### src/rtl/itimer_pkg.sv
package itimer_pkg;
  localparam int COUNT_W  = 16;
  localparam int DIGITS   = COUNT_W / 4;
  localparam int NUM_CHAN = 3;
  localparam int BCD_SPAN = 10 ** DIGITS;

  typedef enum logic [1:0] {
    ACC_LATCH = 2'd0,
    ACC_LO    = 2'd1,
    ACC_HI    = 2'd2,
    ACC_BOTH  = 2'd3
  } accessT;

  // Strobes and levels from a channel's control slice to its counter slice
  typedef struct packed {
    logic               reprogram;
    logic               loadCount;
    logic               capture;
    logic [COUNT_W-1:0] loadValue;
    logic [2:0]         mode;
    logic               bcd;
  } chanStrobeT;

  // One step down, binary or per-digit BCD with borrow
  function automatic logic [COUNT_W-1:0] decCount(input logic [COUNT_W-1:0] v,
                                                  input logic bcd);
    logic [COUNT_W-1:0] r;
    logic borrow;
    if (!bcd) return v - 1'b1;
    r = v;
    borrow = 1'b1;
    for (int d = 0; d < DIGITS; d++) begin
      if (borrow) begin
        if (v[d*4 +: 4] == 4'd0) r[d*4 +: 4] = 4'd9;
        else begin
          r[d*4 +: 4] = v[d*4 +: 4] - 4'd1;
          borrow = 1'b0;
        end
      end
    end
    return r;
  endfunction

  // Numeric length of a count value, with zero meaning the full span
  function automatic logic [COUNT_W:0] spanOf(input logic [COUNT_W-1:0] v,
                                              input logic bcd);
    logic [COUNT_W:0] acc;
    if (v == '0) return bcd ? (COUNT_W+1)'(BCD_SPAN) : {1'b1, {COUNT_W{1'b0}}};
    if (!bcd) return {1'b0, v};
    acc = '0;
    for (int d = DIGITS - 1; d >= 0; d--)
      acc = acc * (COUNT_W+1)'(10) + (COUNT_W+1)'(v[d*4 +: 4]);
    return acc;
  endfunction
endpackage

### src/rtl/itimer_ctrl.sv
module itimer_ctrl
  import itimer_pkg::*;
#(
  parameter int CHAN_ID = 0
) (
  input  logic               clk,
  input  logic               rstN,
  input  logic [1:0]         busAddr,
  input  logic               busWr,
  input  logic               busRd,
  input  logic [7:0]         wrData,
  input  logic [COUNT_W-1:0] liveCount,
  input  logic [COUNT_W-1:0] heldCount,
  output chanStrobeT         strb,
  output logic [7:0]         rdByte
);
  localparam logic [1:0] MY_ID   = 2'(CHAN_ID);
  localparam logic [1:0] CTL_ADR = 2'd3;

  logic        ctlHit, isLatchCmd, cntWrHit, cntRdHit, readDone, takeHigh;
  accessT      accReg;
  logic [2:0]  modeReg;
  logic        bcdReg, wrHiNext, rdHiNext, latPend;
  logic [7:0]  loHold;
  logic [COUNT_W-1:0] srcVal;

  always_comb begin
    ctlHit     = busWr && (busAddr == CTL_ADR) && (wrData[7:6] == MY_ID);
    isLatchCmd = ctlHit && (accessT'(wrData[5:4]) == ACC_LATCH);
    cntWrHit   = busWr && (busAddr == MY_ID);
    cntRdHit   = busRd && !busWr && (busAddr == MY_ID);

    strb.reprogram = ctlHit && !isLatchCmd;
    strb.capture   = isLatchCmd && !latPend;
    strb.mode      = modeReg;
    strb.bcd       = bcdReg;
    case (accReg)
      ACC_HI: begin
        strb.loadCount = cntWrHit;
        strb.loadValue = {wrData, 8'h00};
      end
      ACC_BOTH: begin
        strb.loadCount = cntWrHit && wrHiNext;
        strb.loadValue = {wrData, loHold};
      end
      default: begin
        strb.loadCount = cntWrHit;
        strb.loadValue = {8'h00, wrData};
      end
    endcase

    takeHigh = (accReg == ACC_HI) || ((accReg == ACC_BOTH) && rdHiNext);
    srcVal   = latPend ? heldCount : liveCount;
    rdByte   = takeHigh ? srcVal[15:8] : srcVal[7:0];
    readDone = cntRdHit && ((accReg != ACC_BOTH) || rdHiNext);
  end

  always_ff @(posedge clk) begin
    if (!rstN) begin
      accReg   <= ACC_LO;
      modeReg  <= 3'd0;
      bcdReg   <= 1'b0;
      wrHiNext <= 1'b0;
      rdHiNext <= 1'b0;
      latPend  <= 1'b0;
      loHold   <= 8'h00;
    end else if (strb.reprogram) begin
      accReg   <= accessT'(wrData[5:4]);
      modeReg  <= wrData[3:1];
      bcdReg   <= wrData[0];
      wrHiNext <= 1'b0;
      rdHiNext <= 1'b0;
      latPend  <= 1'b0;
    end else begin
      if (cntWrHit && accReg == ACC_BOTH) begin
        wrHiNext <= !wrHiNext;
        if (!wrHiNext) loHold <= wrData;
      end
      if (cntRdHit && accReg == ACC_BOTH) rdHiNext <= !rdHiNext;
      if (strb.capture) latPend <= 1'b1;
      else if (readDone) latPend <= 1'b0;
    end
  end

  // while a capture waits to be read, the counter slice keeps it frozen
  assert_latch_frozen_R5: assert property (@(posedge clk) disable iff (!rstN)
    latPend |=> $stable(heldCount));
endmodule

### src/rtl/itimer_count.sv
module itimer_count
  import itimer_pkg::*;
(
  input  logic               clk,
  input  logic               rstN,
  input  chanStrobeT         strb,
  output logic [COUNT_W-1:0] liveCount,
  output logic [COUNT_W-1:0] heldCount,
  output logic               chanOut
);
  logic [COUNT_W-1:0] cntReg, reloadReg, latchReg;
  logic               armed, tcFlag, periodic, atOne;
  logic [2:0]         modeEff;

  always_comb begin
    modeEff  = (strb.mode[2:1] == 2'b11) ? {1'b0, strb.mode[1:0]} : strb.mode;
    periodic = (modeEff == 3'd2) || (modeEff == 3'd3);
    atOne    = (cntReg == COUNT_W'(1));
    case (modeEff)
      3'd2:    chanOut = !armed || !atOne;
      3'd3:    chanOut = !armed ||
                         (spanOf(cntReg, strb.bcd) > (spanOf(reloadReg, strb.bcd) >> 1));
      default: chanOut = tcFlag;
    endcase
    liveCount = cntReg;
    heldCount = latchReg;
  end

  always_ff @(posedge clk) begin
    if (!rstN) begin
      cntReg    <= '0;
      reloadReg <= '0;
      latchReg  <= '0;
      armed     <= 1'b0;
      tcFlag    <= 1'b0;
    end else begin
      if (strb.capture) latchReg <= cntReg;
      if (strb.loadCount) begin
        cntReg    <= strb.loadValue;
        reloadReg <= strb.loadValue;
        armed     <= 1'b1;
        tcFlag    <= 1'b0;
      end else if (strb.reprogram) begin
        armed  <= 1'b0;
        tcFlag <= 1'b0;
      end else if (armed) begin
        if (periodic && atOne) cntReg <= reloadReg;
        else cntReg <= decCount(cntReg, strb.bcd);
        if (!periodic && atOne) tcFlag <= 1'b1;
      end
    end
  end

  // a reached terminal count keeps the output high
  assert_tc_sticky_R6: assert property (@(posedge clk) disable iff (!rstN)
    armed && !periodic && tcFlag && !strb.loadCount && !strb.reprogram |=> chanOut);

  // the rate-generator low pulse lasts a single clock
  assert_pulse_width_R7: assert property (@(posedge clk) disable iff (!rstN)
    armed && modeEff == 3'd2 && !chanOut && reloadReg != COUNT_W'(1)
      && !strb.loadCount && !strb.reprogram |=> chanOut);

  // a running channel never stalls (wrap and reload included)
  assert_count_moves_R9: assert property (@(posedge clk) disable iff (!rstN)
    armed && !strb.loadCount && !strb.reprogram && reloadReg != COUNT_W'(1)
      |=> cntReg != $past(cntReg));
endmodule

### src/rtl/interval_timer.sv
module interval_timer
  import itimer_pkg::*;
(
  input  logic                clk,
  input  logic                rstN,
  input  logic [1:0]          busAddr,
  input  logic                busWr,
  input  logic                busRd,
  input  logic [7:0]          wrData,
  output logic [7:0]          rdData,
  output logic [NUM_CHAN-1:0] chanOut
);
  chanStrobeT         strbArr [NUM_CHAN];
  logic [COUNT_W-1:0] liveArr [NUM_CHAN];
  logic [COUNT_W-1:0] heldArr [NUM_CHAN];
  logic [7:0]         byteArr [NUM_CHAN];
  logic [NUM_CHAN-1:0] reprogVec;

  for (genvar g = 0; g < NUM_CHAN; g++) begin : gChan
    itimer_ctrl #(.CHAN_ID(g)) uCtrl (
      .clk(clk), .rstN(rstN), .busAddr(busAddr), .busWr(busWr), .busRd(busRd),
      .wrData(wrData), .liveCount(liveArr[g]), .heldCount(heldArr[g]),
      .strb(strbArr[g]), .rdByte(byteArr[g])
    );
    itimer_count uCount (
      .clk(clk), .rstN(rstN), .strb(strbArr[g]),
      .liveCount(liveArr[g]), .heldCount(heldArr[g]), .chanOut(chanOut[g])
    );
  end

  always_comb begin
    rdData = 8'h00;
    for (int i = 0; i < NUM_CHAN; i++)
      if (busAddr == 2'(i)) rdData = byteArr[i];
    for (int i = 0; i < NUM_CHAN; i++)
      reprogVec[i] = strbArr[i].reprogram;
  end

  // a control word reaches at most one channel
  assert_single_target_R2: assert property (@(posedge clk) disable iff (!rstN)
    $onehot0(reprogVec));
endmodule

### config.mk
export PLATFORM = sky130hd
export DESIGN_NAME = interval_timer
export DESIGN_NICKNAME = d
export VERILOG_FILES = /design/src/rtl/itimer_pkg.sv /design/src/rtl/itimer_ctrl.sv /design/src/rtl/itimer_count.sv /design/src/rtl/interval_timer.sv
export SDC_FILE = /design/constraint.sdc
export NUM_CORES = 1
export LEC_CHECK = 0
export ABC_CLOCK_PERIOD_IN_PS = 9800
export BUFFER_PORTS_ARGS = -buffer_cell sky130_fd_sc_hd__buf_4
export CAP_MARGIN = 25
export CORE_UTILIZATION = 45
export CTS_CLUSTER_DIAMETER = 120
export DETAILED_ROUTE_END_ITERATION = 7
export HOLD_SLACK_MARGIN = 0.08
export PLACE_DENSITY_LB_ADDON = 0.15
export SETUP_SLACK_MARGIN = 0.05
export SLEW_MARGIN = 5
export SYNTH_ARGS = -nofsm -noshare
export SYNTH_HDL_FRONTEND = slang
export SYNTH_HIERARCHICAL = 1
export SYNTH_SLANG_ARGS = --single-unit
### constraint.sdc
create_clock -name clk -period 9.8 [get_ports clk]
set_clock_uncertainty 0.05 [all_clocks]
set_input_delay 1.96 -clock clk [delete_from_list [all_inputs] [get_ports clk]]
set_output_delay 1.96 -clock clk [all_outputs]
set_load 0.01 [all_outputs]
==> results_tabular.tex <==
\begin{tabular}{lr}
\hline
Metric & Value \\
\hline
\multicolumn{2}{l}{\textbf{Run status}} \\
Outcome & finished, final reports clean \\
\multicolumn{2}{l}{\textbf{Placed design}} \\
Cell area after placement & approximately 26000 µm² \\
Weighted congestion at the end of routability-driven global placement & 0.902 \\
Port Buf Inserts & 24 \\
Post-DP HPWL & around 55 mm \\
\multicolumn{2}{l}{\textbf{Drt}} \\
Wire per inst & about 18 µm \\
Routed wire length & about 73 mm \\
Detailed router's first-iteration violation count & 1755 \\
Detailed Routing Iterations Pass 1 & 5 \\
Count of antenna-violating nets left after detailed routing & 0 \\
DRC viols & 0 \\
Number of vias per cell after detailed routing & 5.99 \\
Vias & approximately 24k \\
\multicolumn{2}{l}{\textbf{Timing}} \\
Final Max Tran Viols & 0 \\
Final critical delay including setup and external delays & 9.56 ns \\
Slew HR & 0.308 \\
Number of failing hold endpoints at the final stage & 0 \\
Setup-failing EPs final & 0 \\
Unrepaired setup endpoints after global routing & yes \\
Actual transition at the worst max-transition pin & a little over 1 ns \\
Final cycle utilization of the critical path & 0.975 \\
Achievable clock frequency & 105 MHz \\
\multicolumn{2}{l}{\textbf{Clock tree}} \\
Total CTS buffers & 17 \\
Clock slew at the register clock pins of the worst setup and hold paths & $\sim$0.080 ns \\
TritonCTS clock tree & built \\
Clock Latency Late Sink & 0.46 ns \\
Max clock buf depth & 2 \\
Root Driver & clkbuf\_16 \\
Count of clock tree sinks & roughly 200 \\
Depth of the CTS H-tree & 4 \\
\multicolumn{2}{l}{\textbf{Layout}} \\
Area added between synthesis and finish & 11.2\% \\
Post-route cell area & 28400 µm² \\
Share of layout cells above drive strength 1 & 0.128 \\
Filler cell count & 5393 \\
Antenna Diode Count & 0 \\
Util after Layout & 0.505 \\
Final Net Count & 3584 \\
\multicolumn{2}{l}{\textbf{Critical path}} \\
Cell at the slowest stage of the critical path & or4\_4 \\
Crit path required time & 7.79 ns \\
Path type of the worst setup path & flop to output pin \\
Biggest fanout along the worst timing path & 4 \\
Startpoint Class & flop \\
Slowest Stage Delay on Critical Path & about 0.55 ns \\
Data arrival time of the worst path & between 7 and 8 ns \\
Crit path top cell by count & ha\_1 \\
Worst Setup End Kind & output pin \\
\multicolumn{2}{l}{\textbf{Worst hold path}} \\
HP Class & flop to flop \\
\multicolumn{2}{l}{\textbf{Global route}} \\
Global-route wire length before repair & 115 mm \\
Total overflow reported by the global router & 0 \\
Total global-route track usage & 0.246 \\
Number of global-route vias before repair & $\sim$22k \\
Initial antenna violation count & 0 \\
Pin count of the biggest net entering global routing & 78 \\
\multicolumn{2}{l}{\textbf{Synth}} \\
YS warnings & 6 \\
Mapped Cells & approximately 3.2k \\
Mean post-synth cell area & around 8 µm² \\
Combined area of all synthesized cells & roughly 26000 µm² \\
\multicolumn{2}{l}{\textbf{Floorplan}} \\
DIE AREA & roughly 58000 µm² \\
Die boundary width & around 240 µm \\
Total core area & 56300 µm² \\
DIE HEIGHT & approximately 240 µm \\
Initial standard-cell utilization of the core & 0.455 \\
IO Pins & 25 \\
Standard-cell row count & slightly below 90 \\
\multicolumn{2}{l}{\textbf{Pwr}} \\
Leakage power & 0.0118 µW \\
Power density over the cells & 125 nW/µm² \\
Worst IR drop on VDD & between 0.0001 and 0.00015 V \\
\multicolumn{2}{l}{\textbf{Run}} \\
Total of max-cap violations & 0 \\
\hline
\end{tabular}
-- metal layers --
metal | wire, µm | vias to the layer above | GRT usage | part of all wire
li1 | - | 11700 | - | -
met1 | 33600 | 11400 | 0.328 | 0.46
met2 | 34200 | 544 | 0.412 | 0.47
met3 | 3010 | 117 | 0.0262 | 0.041
met4 | 1970 | 0 | 0.0782 | 0.027
met5 | 0 | - | 0 | 0
-- report_power, final --
part           internal (µW)  total, µW  switching [µW]
Sequential               828        883            54.8
Combinational            783       1860            1080
Clock                    468        818             350
Total                   2080       3560            1480
-- cells in the final DEF, fill, tap and decap left out, types with 33 or more instances in the layout --
cell,instances
o21ai_0,202
a21oi_1,233
nand2_1,167
a211oi_1,49
nor3_1,47
a21o_1,49
nor2_1,207
xnor2_1,119
nand2b_1,33
and2_1,41
mux2i_1,114
inv_1,199
dfxtp_1,182
buf_4,103
nor4_1,38
nor2b_1,139
ha_1,321
xor2_1,83
nand3_1,92
-- final timing paths --
path | slack (ns) | endpoint | cells past startpoint | start
worst max register to register | 6.37 | gChan[0].uCount/liveCount[8]$_SDFFE_PN0P_ | 7 | gChan[0].uCtrl/accReg[1]$_SDFFE_PN0P_
worst min-delay path | 0.43 | gChan[1].uCtrl/loHold[0]$_SDFFE_PN0P_ | 2 | gChan[1].uCtrl/loHold[0]$_SDFFE_PN0P_
worst min register to register | 0.43 | gChan[1].uCtrl/loHold[0]$_SDFFE_PN0P_ | 2 | gChan[1].uCtrl/loHold[0]$_SDFFE_PN0P_
worst max-delay path | 0.24 | chanOut[2] | 31 | gChan[2].uCount/reloadReg[13]$_SDFFE_PN0P_
-- state kept, by name, summed over array words and instances, names as in the netlist --
register and count:
gChan.uCtrl/latPend 3, gChan.uCtrl/modeReg 6, gChan.uCtrl/rdHiNext 3, gChan.uCount/reloadReg 48
gChan.uCount/heldCount 48, gChan.uCtrl/bcdReg 3, gChan.uCount/tcFlag 3, gChan.uCtrl/accReg 6
gChan.uCtrl/loHold 24, gChan.uCount/armed 3, gChan.uCount/liveCount 48, gChan.uCtrl/wrHiNext 3
-- repair_timing --
| action | CTS | global route |
|---|---|---|
| buffers inserted | 1 | 35 |
| endpoints found under the setup margin | 3 | 3 |
| pin swaps | 1 | 63 |
| hold buffers | 0 | 0 |
| resized for setup | 17 | 206 |
-- per-stage QoR --
| step | total power, µW | cells | TNS [ns] | worst slack, ns | hold WS, ns |
|---|---|---|---|---|---|
| floorplan | 2280 | 3212 | 0 | 1.05 | 0.402 |
| global placement | 2620 | 3889 | 0 | 0.436 | 0.412 |
| detailed placement | 2650 | 3889 | 0 | 0.214 | 0.419 |
| CTS | 3470 | 3922 | 0 | 0.0178 | 0.429 |
| global route | 3820 | 3958 | -0.0514 | -0.0514 | 0.462 |
| finish | 3560 | 3958 | 0 | 0.245 | 0.432 |
-- critical path, delay by kind of cell (launching register included) --
kind,cells,cell delay (ns)
xor gates and xnor gates,2,0.39
and+or+nand+nor,9,1.94
buffers and inverters,2,0.20
AOI/OAI and AO/OA,9,1.71
adders and majority gates,8,2.31
DFF,1,0.36
muxes,1,0.14
-- final cells by class --
type	instances	area, µm²	area share
clock buffers	18	439	0.0154
clock inverters	14	234	0.00823
inverters	207	777	0.0273
multi-input cells	2660	21300	0.747
flip-flops and latches	198	3990	0.140
well taps	756	946	0.0333
repair buffers	105	796	0.0280
No activity file was read; power rests on OpenSTA's default activity.
